--- src/rtl/wcc_pkg.sv ---
package wcc_pkg;
  localparam int unsigned DEF_N_CH   = 16;
  localparam int unsigned DEF_CODE_W = 12;
  localparam int unsigned DEF_SYNC   = 2;
endpackage

--- src/rtl/wcc_sync_edge.sv ---
module wcc_sync_edge #(
  parameter int unsigned STAGES = wcc_pkg::DEF_SYNC
) (
  input  logic clk_i,
  input  logic rst_ni,
  input  logic d_i,
  output logic rise_o
);
  // STAGES sync flops plus one history flop for edge detection
  logic [STAGES:0] sr_q;

  always_ff @(posedge clk_i or negedge rst_ni) begin
    if (!rst_ni) sr_q <= '0;
    else         sr_q <= {sr_q[STAGES-1:0], d_i};
  end

  assign rise_o = sr_q[STAGES-1] & ~sr_q[STAGES];
endmodule

--- src/rtl/wcc_seq.sv ---
module wcc_seq #(
  parameter int unsigned CODE_W = wcc_pkg::DEF_CODE_W,
  parameter int unsigned SYNC   = wcc_pkg::DEF_SYNC
) (
  input  logic              clk_i,
  input  logic              rst_ni,
  input  logic              start_i,
  output logic              clr_o,
  output logic              ramp_rst_o,
  output logic              busy_o,
  output logic              act_o,
  output logic              done_o,
  output logic [CODE_W-1:0] cnt_o
);
  localparam logic [CODE_W-1:0] FULL = {CODE_W{1'b1}};

  logic                         run_q;
  logic [CODE_W-1:0]            cnt_q;
  logic [SYNC-1:0]              act_sr_q;
  logic [SYNC-1:0][CODE_W-1:0]  cnt_sr_q;
  logic                         ramp_q, done_q;
  logic                         idle, accept;

  assign idle   = ~run_q & ~(|act_sr_q);
  assign accept = start_i & idle;

  always_ff @(posedge clk_i or negedge rst_ni) begin
    if (!rst_ni) begin
      run_q    <= 1'b0;
      cnt_q    <= '0;
      act_sr_q <= '0;
      cnt_sr_q <= '0;
      ramp_q   <= 1'b0;
      done_q   <= 1'b0;
    end else begin
      ramp_q   <= accept;
      // strobe when the last delayed window stage falls
      done_q   <= act_sr_q[SYNC-1] & ~act_sr_q[SYNC-2];
      act_sr_q <= {act_sr_q[SYNC-2:0], run_q};
      cnt_sr_q <= {cnt_sr_q[SYNC-2:0], cnt_q};
      if (accept) begin
        run_q <= 1'b1;
        cnt_q <= '0;
      end else if (run_q) begin
        if (cnt_q == FULL) run_q <= 1'b0;
        else               cnt_q <= cnt_q + 1'b1;
      end
    end
  end

  assign clr_o      = accept;
  assign ramp_rst_o = ramp_q;
  assign busy_o     = run_q | (|act_sr_q);
  assign act_o      = act_sr_q[SYNC-1];
  assign cnt_o      = cnt_sr_q[SYNC-1];
  assign done_o     = done_q;

  AST_CNT_STEP: assert property (@(posedge clk_i) disable iff (!rst_ni)
    (run_q && cnt_q != FULL && !accept) |=> cnt_q == $past(cnt_q) + 1'b1);
  AST_STOP_AT_FULL: assert property (@(posedge clk_i) disable iff (!rst_ni)
    $fell(run_q) |-> $past(cnt_q) == FULL);
endmodule

--- src/rtl/wcc_code_latch.sv ---
module wcc_code_latch #(
  parameter int unsigned CODE_W = wcc_pkg::DEF_CODE_W
) (
  input  logic              clk_i,
  input  logic              rst_ni,
  input  logic              clr_i,
  input  logic              en_i,
  input  logic              act_i,
  input  logic              rise_i,
  input  logic [CODE_W-1:0] cnt_i,
  output logic [CODE_W-1:0] code_o
);
  localparam logic [CODE_W-1:0] FULL = {CODE_W{1'b1}};

  logic              en_q, got_q;
  logic [CODE_W-1:0] code_q;

  always_ff @(posedge clk_i or negedge rst_ni) begin
    if (!rst_ni) begin
      en_q   <= 1'b0;
      got_q  <= 1'b0;
      code_q <= '0;
    end else if (clr_i) begin
      en_q   <= en_i;
      got_q  <= 1'b0;
      code_q <= en_i ? FULL : '0;  // full scale unless an edge is seen
    end else if (en_q && !got_q && act_i && rise_i) begin
      got_q  <= 1'b1;
      code_q <= cnt_i;
    end
  end

  assign code_o = code_q;

  AST_FIRST_EDGE_ONLY: assert property (@(posedge clk_i) disable iff (!rst_ni)
    (got_q && !clr_i) |=> $stable(code_q));
  AST_MASKED_ZERO: assert property (@(posedge clk_i) disable iff (!rst_ni)
    !en_q |-> code_q == '0);
endmodule

--- src/rtl/wilk_conv_ctrl.sv ---
module wilk_conv_ctrl #(
  parameter int unsigned N_CH   = wcc_pkg::DEF_N_CH,
  parameter int unsigned CODE_W = wcc_pkg::DEF_CODE_W,
  parameter int unsigned SYNC   = wcc_pkg::DEF_SYNC
) (
  input  logic                     clk_i,
  input  logic                     rst_ni,
  input  logic                     start_i,
  input  logic [N_CH-1:0]          hit_mask_i,
  input  logic [N_CH-1:0]          cmp_q_i,
  input  logic [N_CH-1:0]          cmp_t_i,
  output logic                     ramp_rst_o,
  output logic                     busy_o,
  output logic                     done_o,
  output logic [N_CH*CODE_W-1:0]   code_q_o,
  output logic [N_CH*CODE_W-1:0]   code_t_o
);
  logic              clr, act;
  logic [CODE_W-1:0] cnt_d;

  wcc_seq #(.CODE_W(CODE_W), .SYNC(SYNC)) u_seq (
    .clk_i      (clk_i),
    .rst_ni     (rst_ni),
    .start_i    (start_i),
    .clr_o      (clr),
    .ramp_rst_o (ramp_rst_o),
    .busy_o     (busy_o),
    .act_o      (act),
    .done_o     (done_o),
    .cnt_o      (cnt_d)
  );

  for (genvar i = 0; i < N_CH; i++) begin : g_ch
    logic rise_q, rise_t;

    wcc_sync_edge #(.STAGES(SYNC)) u_sync_q (
      .clk_i(clk_i), .rst_ni(rst_ni), .d_i(cmp_q_i[i]), .rise_o(rise_q));
    wcc_sync_edge #(.STAGES(SYNC)) u_sync_t (
      .clk_i(clk_i), .rst_ni(rst_ni), .d_i(cmp_t_i[i]), .rise_o(rise_t));

    wcc_code_latch #(.CODE_W(CODE_W)) u_lat_q (
      .clk_i(clk_i), .rst_ni(rst_ni), .clr_i(clr), .en_i(hit_mask_i[i]),
      .act_i(act), .rise_i(rise_q), .cnt_i(cnt_d),
      .code_o(code_q_o[i*CODE_W +: CODE_W]));
    wcc_code_latch #(.CODE_W(CODE_W)) u_lat_t (
      .clk_i(clk_i), .rst_ni(rst_ni), .clr_i(clr), .en_i(hit_mask_i[i]),
      .act_i(act), .rise_i(rise_t), .cnt_i(cnt_d),
      .code_o(code_t_o[i*CODE_W +: CODE_W]));
  end

  AST_DONE_ONE_CYCLE: assert property (@(posedge clk_i) disable iff (!rst_ni)
    done_o |=> !done_o);
  AST_DONE_IDLE: assert property (@(posedge clk_i) disable iff (!rst_ni)
    done_o |-> !busy_o);
  AST_BUSY_START_IGNORED: assert property (@(posedge clk_i) disable iff (!rst_ni)
    (start_i && busy_o) |=> !ramp_rst_o);
  AST_RAMP_PULSE: assert property (@(posedge clk_i) disable iff (!rst_ni)
    ramp_rst_o |=> !ramp_rst_o);
endmodule

--- config.mk ---
export PLATFORM = sky130hd
export DESIGN_NAME = wilk_conv_ctrl
export DESIGN_NICKNAME = d
export VERILOG_FILES = /design/src/rtl/wcc_pkg.sv /design/src/rtl/wcc_sync_edge.sv /design/src/rtl/wcc_seq.sv /design/src/rtl/wcc_code_latch.sv /design/src/rtl/wilk_conv_ctrl.sv
export SDC_FILE = /design/constraint.sdc
export NUM_CORES = 1
export LEC_CHECK = 0
export BUFFER_PORTS_ARGS = -buffer_cell sky130_fd_sc_hd__clkbuf_2
export CAP_MARGIN = 20
export CELL_PAD_IN_SITES_DETAIL_PLACEMENT = 2
export CELL_PAD_IN_SITES_GLOBAL_PLACEMENT = 2
export CORE_MARGIN = 3
export CORE_UTILIZATION = 38
export DETAILED_ROUTE_END_ITERATION = 6
export HOLD_SLACK_MARGIN = 0.02
export PLACE_DENSITY = 0.88
export SKIP_CTS_REPAIR_TIMING = 1
export SLEW_MARGIN = 40
export SYNTH_ARGS = -nofsm -noshare
export SYNTH_HDL_FRONTEND = slang
export SYNTH_SLANG_ARGS = --single-unit
--- constraint.sdc ---
create_clock -name clk_i -period 5 [get_ports clk_i]
set_input_delay 0.25 -clock clk_i [delete_from_list [all_inputs] [get_ports clk_i]]
set_output_delay 0.25 -clock clk_i [all_outputs]
set_load 0.1 [all_outputs]
==> results of run 1 <==
cell usage after synthesis (8+ instances only):
master	number
dfrtp_1	569
buf_2	83
o21ai_2	16
clkbuf_1	8
nor2_1	388
a31oi_1	386
buf_6	29
a21oi_1	36
nand2_4	10
buf_4	29
nand2_1	54
nand4b_1	31
inv_1	36
o21ai_4	14
power groups by stage:
stage | clock [uW] | combinational [uW] | sequential [uW]
floorplan | 0 | 828 | 12000
global placement | 0 | 8150 | 6110
CTS | 4470 | 8400 | 6120
detailed placement | 0 | 8350 | 6180
finish | 4380 | 8400 | 6140
global route | 4690 | 8630 | 6230
worst paths after layout:
path                                     startpoint  slack [ns]                     endpoint  cells past startpoint
setup / recovery                        u_seq.run_q        1.75  g_ch[15].u_lat_t.code_o[10]                      5
hold / removal                        hit_mask_i[3]        0.07         g_ch[3].u_lat_t.en_q                      3
setup reg to reg                        u_seq.run_q        1.75  g_ch[15].u_lat_t.code_o[10]                      5
hold reg to reg            g_ch[2].u_sync_q.sr_q[0]        0.35     g_ch[2].u_sync_q.sr_q[1]                      0
max in group asynchronous                    rst_ni        3.37    g_ch[11].u_sync_t.sr_q[2]                      4
min in group asynchronous                    rst_ni        0.14    g_ch[5].u_lat_t.code_o[3]                      2
critical path, stage by stage (launching register included):
cell,delay [ns]
dfrtp_1,0.48
or4b_4,0.88
inv_4,0.61
buf_4,0.45
nand2_4,0.26
a31oi_1,0.38
through the flow:
step                 util  setup slack (ns)  total power (uW)
finish              0.479              1.75             18900
global route        0.479              1.62             19500
CTS                 0.471              1.69             19000
detailed placement  0.435              1.72             14500
global placement    0.433              1.88             14300
floorplan               -              3.11             12800
sequential cells by signal, summed over array words and instances (netlist names), 2 cells and up:
name,flops
g_ch.u_sync_q.sr_q,48
u_seq.cnt_q,12
g_ch.u_lat_q.en_q,2
u_seq.cnt_sr_q,12
g_ch.u_sync_t.sr_q,48
g_ch.u_lat_t.code_o,192
g_ch.u_lat_t.got_q,16
g_ch.u_lat_q.got_q,16
g_ch.u_lat_q.code_o,192
u_seq.act_sr_q,2
g_ch.u_lat_t.en_q,14
u_seq.cnt_o,12
cells in the final DEF (no fill, tap or decap), drive strengths merged:
master and n:
inv 39, nor2 388, buf 26, nand2 65, diode 2, or4b 1
clkinvlp 1, nand3 7, nor3 2, dfrtp 569, o41ai 1, and3 1
o211ai 3, nor2b 1, o21ai 34, clkbuf 521, or3 1, a32o 1
nand4 3, a31o 2, dlygate4sd3 33, a31oi 386, o31ai 7, or4 4
clkinv 18, bufinv 2, ha 1, nand4b 31, nand2b 1, xnor2 2
a21oi 36
kinds of logic (layout without fill, tap and decap cells):
family / Yosys count / after routing
other: 0 / 2
adders and majority gates: 1 / 1
DFF: 569 / 569
and+or+nand+nor: 505 / 505
buffers and inverters: 188 / 640
xor gates and xnor gates: 2 / 2
AOI/OAI and AO/OA: 470 / 470
area by class of cell:
cell class / instances / share of cell area
inverters: 37 / 0.00555
clock buffers: 85 / 0.0682
flip-flops and latches: 569 / 0.559
diodes: 2 / 0.000196
repair buffers: 495 / 0.110
clock inverters: 23 / 0.00702
multi-input cells: 978 / 0.216
well taps: 688 / 0.0338
routing by layer:
metal  vias to the layer above  part of all wire  track usage
li1                       6900                 -            -
met1                      8672              0.41        0.338
met2                       520              0.51        0.470
met3                       173             0.045       0.0391
met4                         0             0.036       0.0979
met5                         -                 0            0
==> impl_metrics.tcl, run 1 <==
set metrics [dict create \
    avgSynthCellArea_um2 11.9 \
    synth_fa_ha_area_frac 0.000604 \
    die_h_um 239 \
    max-cap-violations 0 \
    holdWs_ns 0.0726 \
    ant_nets 0 \
    worstPathArrival_ns 3.73 \
    antenna_found_initial 2 \
    p_comb_frac 0.444 \
    gp_congestion 0.827 \
    grt_pass1_wl_um 117000 \
    start_util 0.389 \
    fin_cells 2877 \
    post-route-min-period_ns 3.25 \
    cp.required_ns 5.48 \
    ir_drop_mv 0.499 \
    p_int_uw 9030 \
    power_frac_clock 0.232 \
    synth_top_family_by_area "compound AO/OA/AOI/OAI gates" \
    ys_types 36 \
    synthMuxAreaShare 0 \
    placed_cells 2733 \
    grt_pass1_vias 17900 \
    vias 16300 \
    end_kind "flip-flop" \
    fillers 5273 \
    hp-class "in2reg" \
    worst_pin_slew_ns 0.770 \
    die_w_um 239 \
    slew_headroom 0.485 \
    yosysTopAreaCell "dfrtp_1" \
    htree_levels 2 \
    syn_nets 1787 \
    synth_edf_count 0 \
    cp-start-kind "flip-flop" \
    groute.usage.overall 0.268 \
    drc 0 \
    setup_tns_ns 0 \
    placementRows 84 \
    fin_crit_sh 0.649 \
    path_class "reg2reg" \
    clock-sinks 569 \
    design_area_mm2 0.0255 \
    swShare 0.523 \
    synth.area.top_cells "dfrtp_1 (69%), a31oi_1 (12%), nor2_1 (7.0%)" \
    dieArea_mm2 0.0573 \
    timing.final.hold_violations 0 \
    wl_um 78600 \
    drive_above_1_share 0.284 \
    synth-xor-area-share 0.000846 \
    vias_per_cell 5.65 \
    ys_async_sr_fraction 1.00 \
    fmaxAchievable_ghz 0.308 \
    seqPwrFrac 0.324 \
    nets 2193 \
    slew_viol_final 0 \
    ios 438 \
    portBuffers 437 \
    power_density_mw_per_mm2 743 \
    wl_per_cell_um 27.3 \
    cts_made_buffers 60 \
    ys_seq_area_frac 0.688 \
    synthCells 1735 \
    fin_worst_skew_ns 0.0249 \
    multi_input_area_mm2 0.00551 \
    dpl.hpwl_um 49400 \
    synth_ff_type "dfrtp_1" \
    clk_path_buf_depth 3 \
    status "complete, no violations" \
    grt_max_degree 144 \
    p_leak_uw 0.0119 \
    synthesis.area_mm2 0.0207 \
    seq_area_mm2 0.0142 \
    first_pass_iters 5 \
    ys_warn_count 0 \
    placed_area_mm2 0.0231 \
    ys_seq_elements 569 \
    synth_compound_area_frac 0.150 \
    rsz0062_at_grt "no" \
    first_iter_violations 942 \
    syn_to_final_growth_pct 23.1 \
    synthSimpleGateAreaFrac 0.105 \
    clk_pin_slew_worst_paths_ns 0.06 \
    setup_viol 0 \
    fp.coreArea_mm2 0.0532 \
    switchingPower_uw 9900 \
    cts_tree "done" \
    yosysTopAreaCellShare 0.688 \
    cts-root-buf "clkbuf_16" \
    path_max_fanout 39 \
    clk_latency_ns 0.61 \
    overflow 0 \
]
Note: power is estimated with default switching activity, not from simulation.
==> run 2: changes to the inputs <==
ABC_AREA = 1   (was default)
CORE_UTILIZATION = 30   (was 38)
PLACE_DENSITY = 0.79   (was 0.88)
clock period = 2.8 ns   (was 5 ns; I/O delays follow)
==> run 2 against run 1 <==
Effect of this change: the flow now finishes with violations (hold timing); via count rose by 18%; wire length rose by 16%; die area rose by 34%; clock power rose by 97%; setup slack got worse by 1.5 ns; utilization fell by 9.2 points; sequential power rose by 95%; largest cell class unchanged; highest routed layer is now met5.
==> impl_metrics.tcl, run 2 <==
set metrics [dict create \
    overflow 0 \
    fin_crit_sh 0.898 \
    synth.most_common_cell "nand2_1" \
    path_max_fanout 167 \
    layout_commonest_cell "nand2_1" \
    r2r_slack_ns 0.29 \
    setup_viol 0 \
    ys_seq_area_frac 0.647 \
    first_iter_violations 1061 \
    dieArea_mm2 0.0767 \
    syn_nets 2437 \
    p_total_uw 40200 \
    slew_viol_final 0 \
    path_buf_inv 1 \
    placementRows 98 \
    cts_tree "done" \
    synthSimpleGateAreaFrac 0.300 \
    worst_pin_slew_ns 0.808 \
    synth_fa_ha_area_frac 0.000568 \
    cp-start-kind "flip-flop" \
    synth-xor-area-share 0.00199 \
    synth.area.top_cells "dfrtp_1 (65%), nand2_1 (18%), nand3_1 (9.5%)" \
    cp_top_family "simple AND/OR/NAND/NOR gates" \
    yosysTopAreaCellShare 0.647 \
    clk_pin_slew_worst_paths_ns 0.06 \
    fmaxAchievable_ghz 0.398 \
    die_w_um 277 \
    vias_per_cell 5.01 \
    path_class "reg2reg" \
    max-cap-violations 0 \
    cts-root-buf "clkbuf_16" \
    holdWs_ns -0.0219 \
    violations "hold timing" \
    nets 2899 \
    synth_compound_area_frac 0.00773 \
    fin_cells 3841 \
    ys_async_sr_fraction 1.00 \
    synthesis.area_mm2 0.0220 \
    ant_nets 0 \
    groute.usage.overall 0.231 \
    hp-class "in2reg" \
    crit_chain "nor2_4, nand3_4, buf_12, nand2_1, nand2_1, nand2_1" \
    grt_max_degree 168 \
    wl_per_cell_um 23.7 \
    ys_types 21 \
    grt_pass1_wl_um 137000 \
    synthMuxAreaShare 0 \
    yosysTopAreaCell "dfrtp_1" \
    p_leak_uw 0.0157 \
    fillers 7953 \
    status "finished with violations" \
    drc 0 \
    cp.required_ns 3.27 \
    post-route-min-period_ns 2.51 \
    start_util 0.305 \
    crit_slowest_cell "buf_12" \
    synth_common_cells "nand2_1 (1072), dfrtp_1 (569), nand3_1 (420)" \
    syn_to_final_growth_pct 26.7 \
    layout_common_cells "nand2_1 (1072), dfrtp_1 (568), clkbuf_2 (436)" \
    die_h_um 277 \
    rsz0062_at_grt "no" \
    ys_seq_elements 569 \
    antenna_found_initial 3 \
    portBuffers 437 \
    wl_um 90900 \
    ys_warn_count 0 \
    fp.coreArea_mm2 0.0721 \
    timing.final.hold_violations 1 \
    gp_congestion 0.815 \
    ir_drop_mv 1.15 \
    htree_levels 3 \
    synth_top_family_by_area "simple AND/OR/NAND/NOR gates" \
    slew_headroom 0.461 \
    clock-sinks 569 \
    synth_ff_type "dfrtp_1" \
    slowest_delay_ns 0.56 \
    grt_pass1_vias 21400 \
    crit_top_cell "nand2_1" \
    clk_path_buf_depth 3 \
    vias 19300 \
    setup_tns_ns 0 \
    avgSynthCellArea_um2 9.23 \
    clk_latency_ns 0.61 \
    synthCells 2385 \
    cts_made_buffers 66 \
    first_pass_iters 5 \
    worstPathArrival_ns 2.98 \
    end_kind "flip-flop" \
    placed_cells 3688 \
    drive_above_1_share 0.217 \
    power_density_mw_per_mm2 1440 \
    dpl.hpwl_um 61200 \
    synth_edf_count 0 \
    fin_worst_skew_ns 0.0261 \
    ios 438 \
]
[run 2: cell types whose count changed in the layout (fill, tap and decap cells not counted), sizes merged, moves of 15 or more]
cell / change
buf: +42
a31oi: -386
nand2: +1030
nand4: +15
nor2: -357
o21ai: -33
nand4b: -31
nand3: +414
[run 2: cell type report]
cell class,count,area [um^2],share of cell area
antenna,2,5.00,0.000179
clock buffer,95,1930,0.0693
clock inverter,15,194,0.00695
inverter,45,169,0.00606
multi-input combinational,1620,6830,0.245
sequential,569,14200,0.511
tap,950,1190,0.0426
timing repair buffer,545,3340,0.120
[run 2: per-stage QoR]
stage / utilization / worst slack (ns) / instance area [um^2]
6_report: 0.387 / 0.285 / 27900
5_1_grt: 0.387 / 0.159 / 27900
4_1_cts: 0.381 / 0.286 / 27500
3_5_place_dp: 0.352 / 0.314 / 25400
3_3_place_gp: 0.352 / 0.309 / 25400
2_1_floorplan: - / 1.32 / 22000
[run 2: per-layer routing]
layer  GRT usage  part of all wire  vias up
met2       0.400              0.51      487
met5           0           0.00014        -
met1       0.279              0.40    10100
met3      0.0411             0.041      186
met4       0.108             0.045        2
li1            -                 -     8520
[run 2: report_power, final]
part	total [uW]	switching, uW	internal (uW)
clock	8620	3540	5080
sequential	12000	1620	10300
combinational	19700	17000	2660
[run 2: cell families after synthesis]
kind of cell / Yosys count
flops: 569
buf+inv: 196
xor+xnor: 5
fa+ha+maj: 1
compound gates: 34
simple gates: 1580
[run 2: final timing paths]
kind / from / endpoint / cells after the start
max: u_seq.run_q / g_ch[3].u_lat_t.code_o[8] / 6
max reg2reg: u_seq.run_q / g_ch[3].u_lat_t.code_o[8] / 6
min reg2reg: g_ch[5].u_sync_t.sr_q[0] / g_ch[5].u_sync_t.sr_q[1] / 0
max in group asynchronous: rst_ni / u_seq.cnt_q[1] / 3
min: hit_mask_i[12] / g_ch[12].u_lat_t.en_q / 3
min in group asynchronous: rst_ni / g_ch[2].u_lat_t.code_o[9] / 2
[run 2: worst register-to-register path, delay by kind of cell, from the launching register on]
family / cells / cell delay, ns
buffers and inverters: 1 / 0.57
and+or+nand+nor: 5 / 1.31
DFF: 1 / 0.52
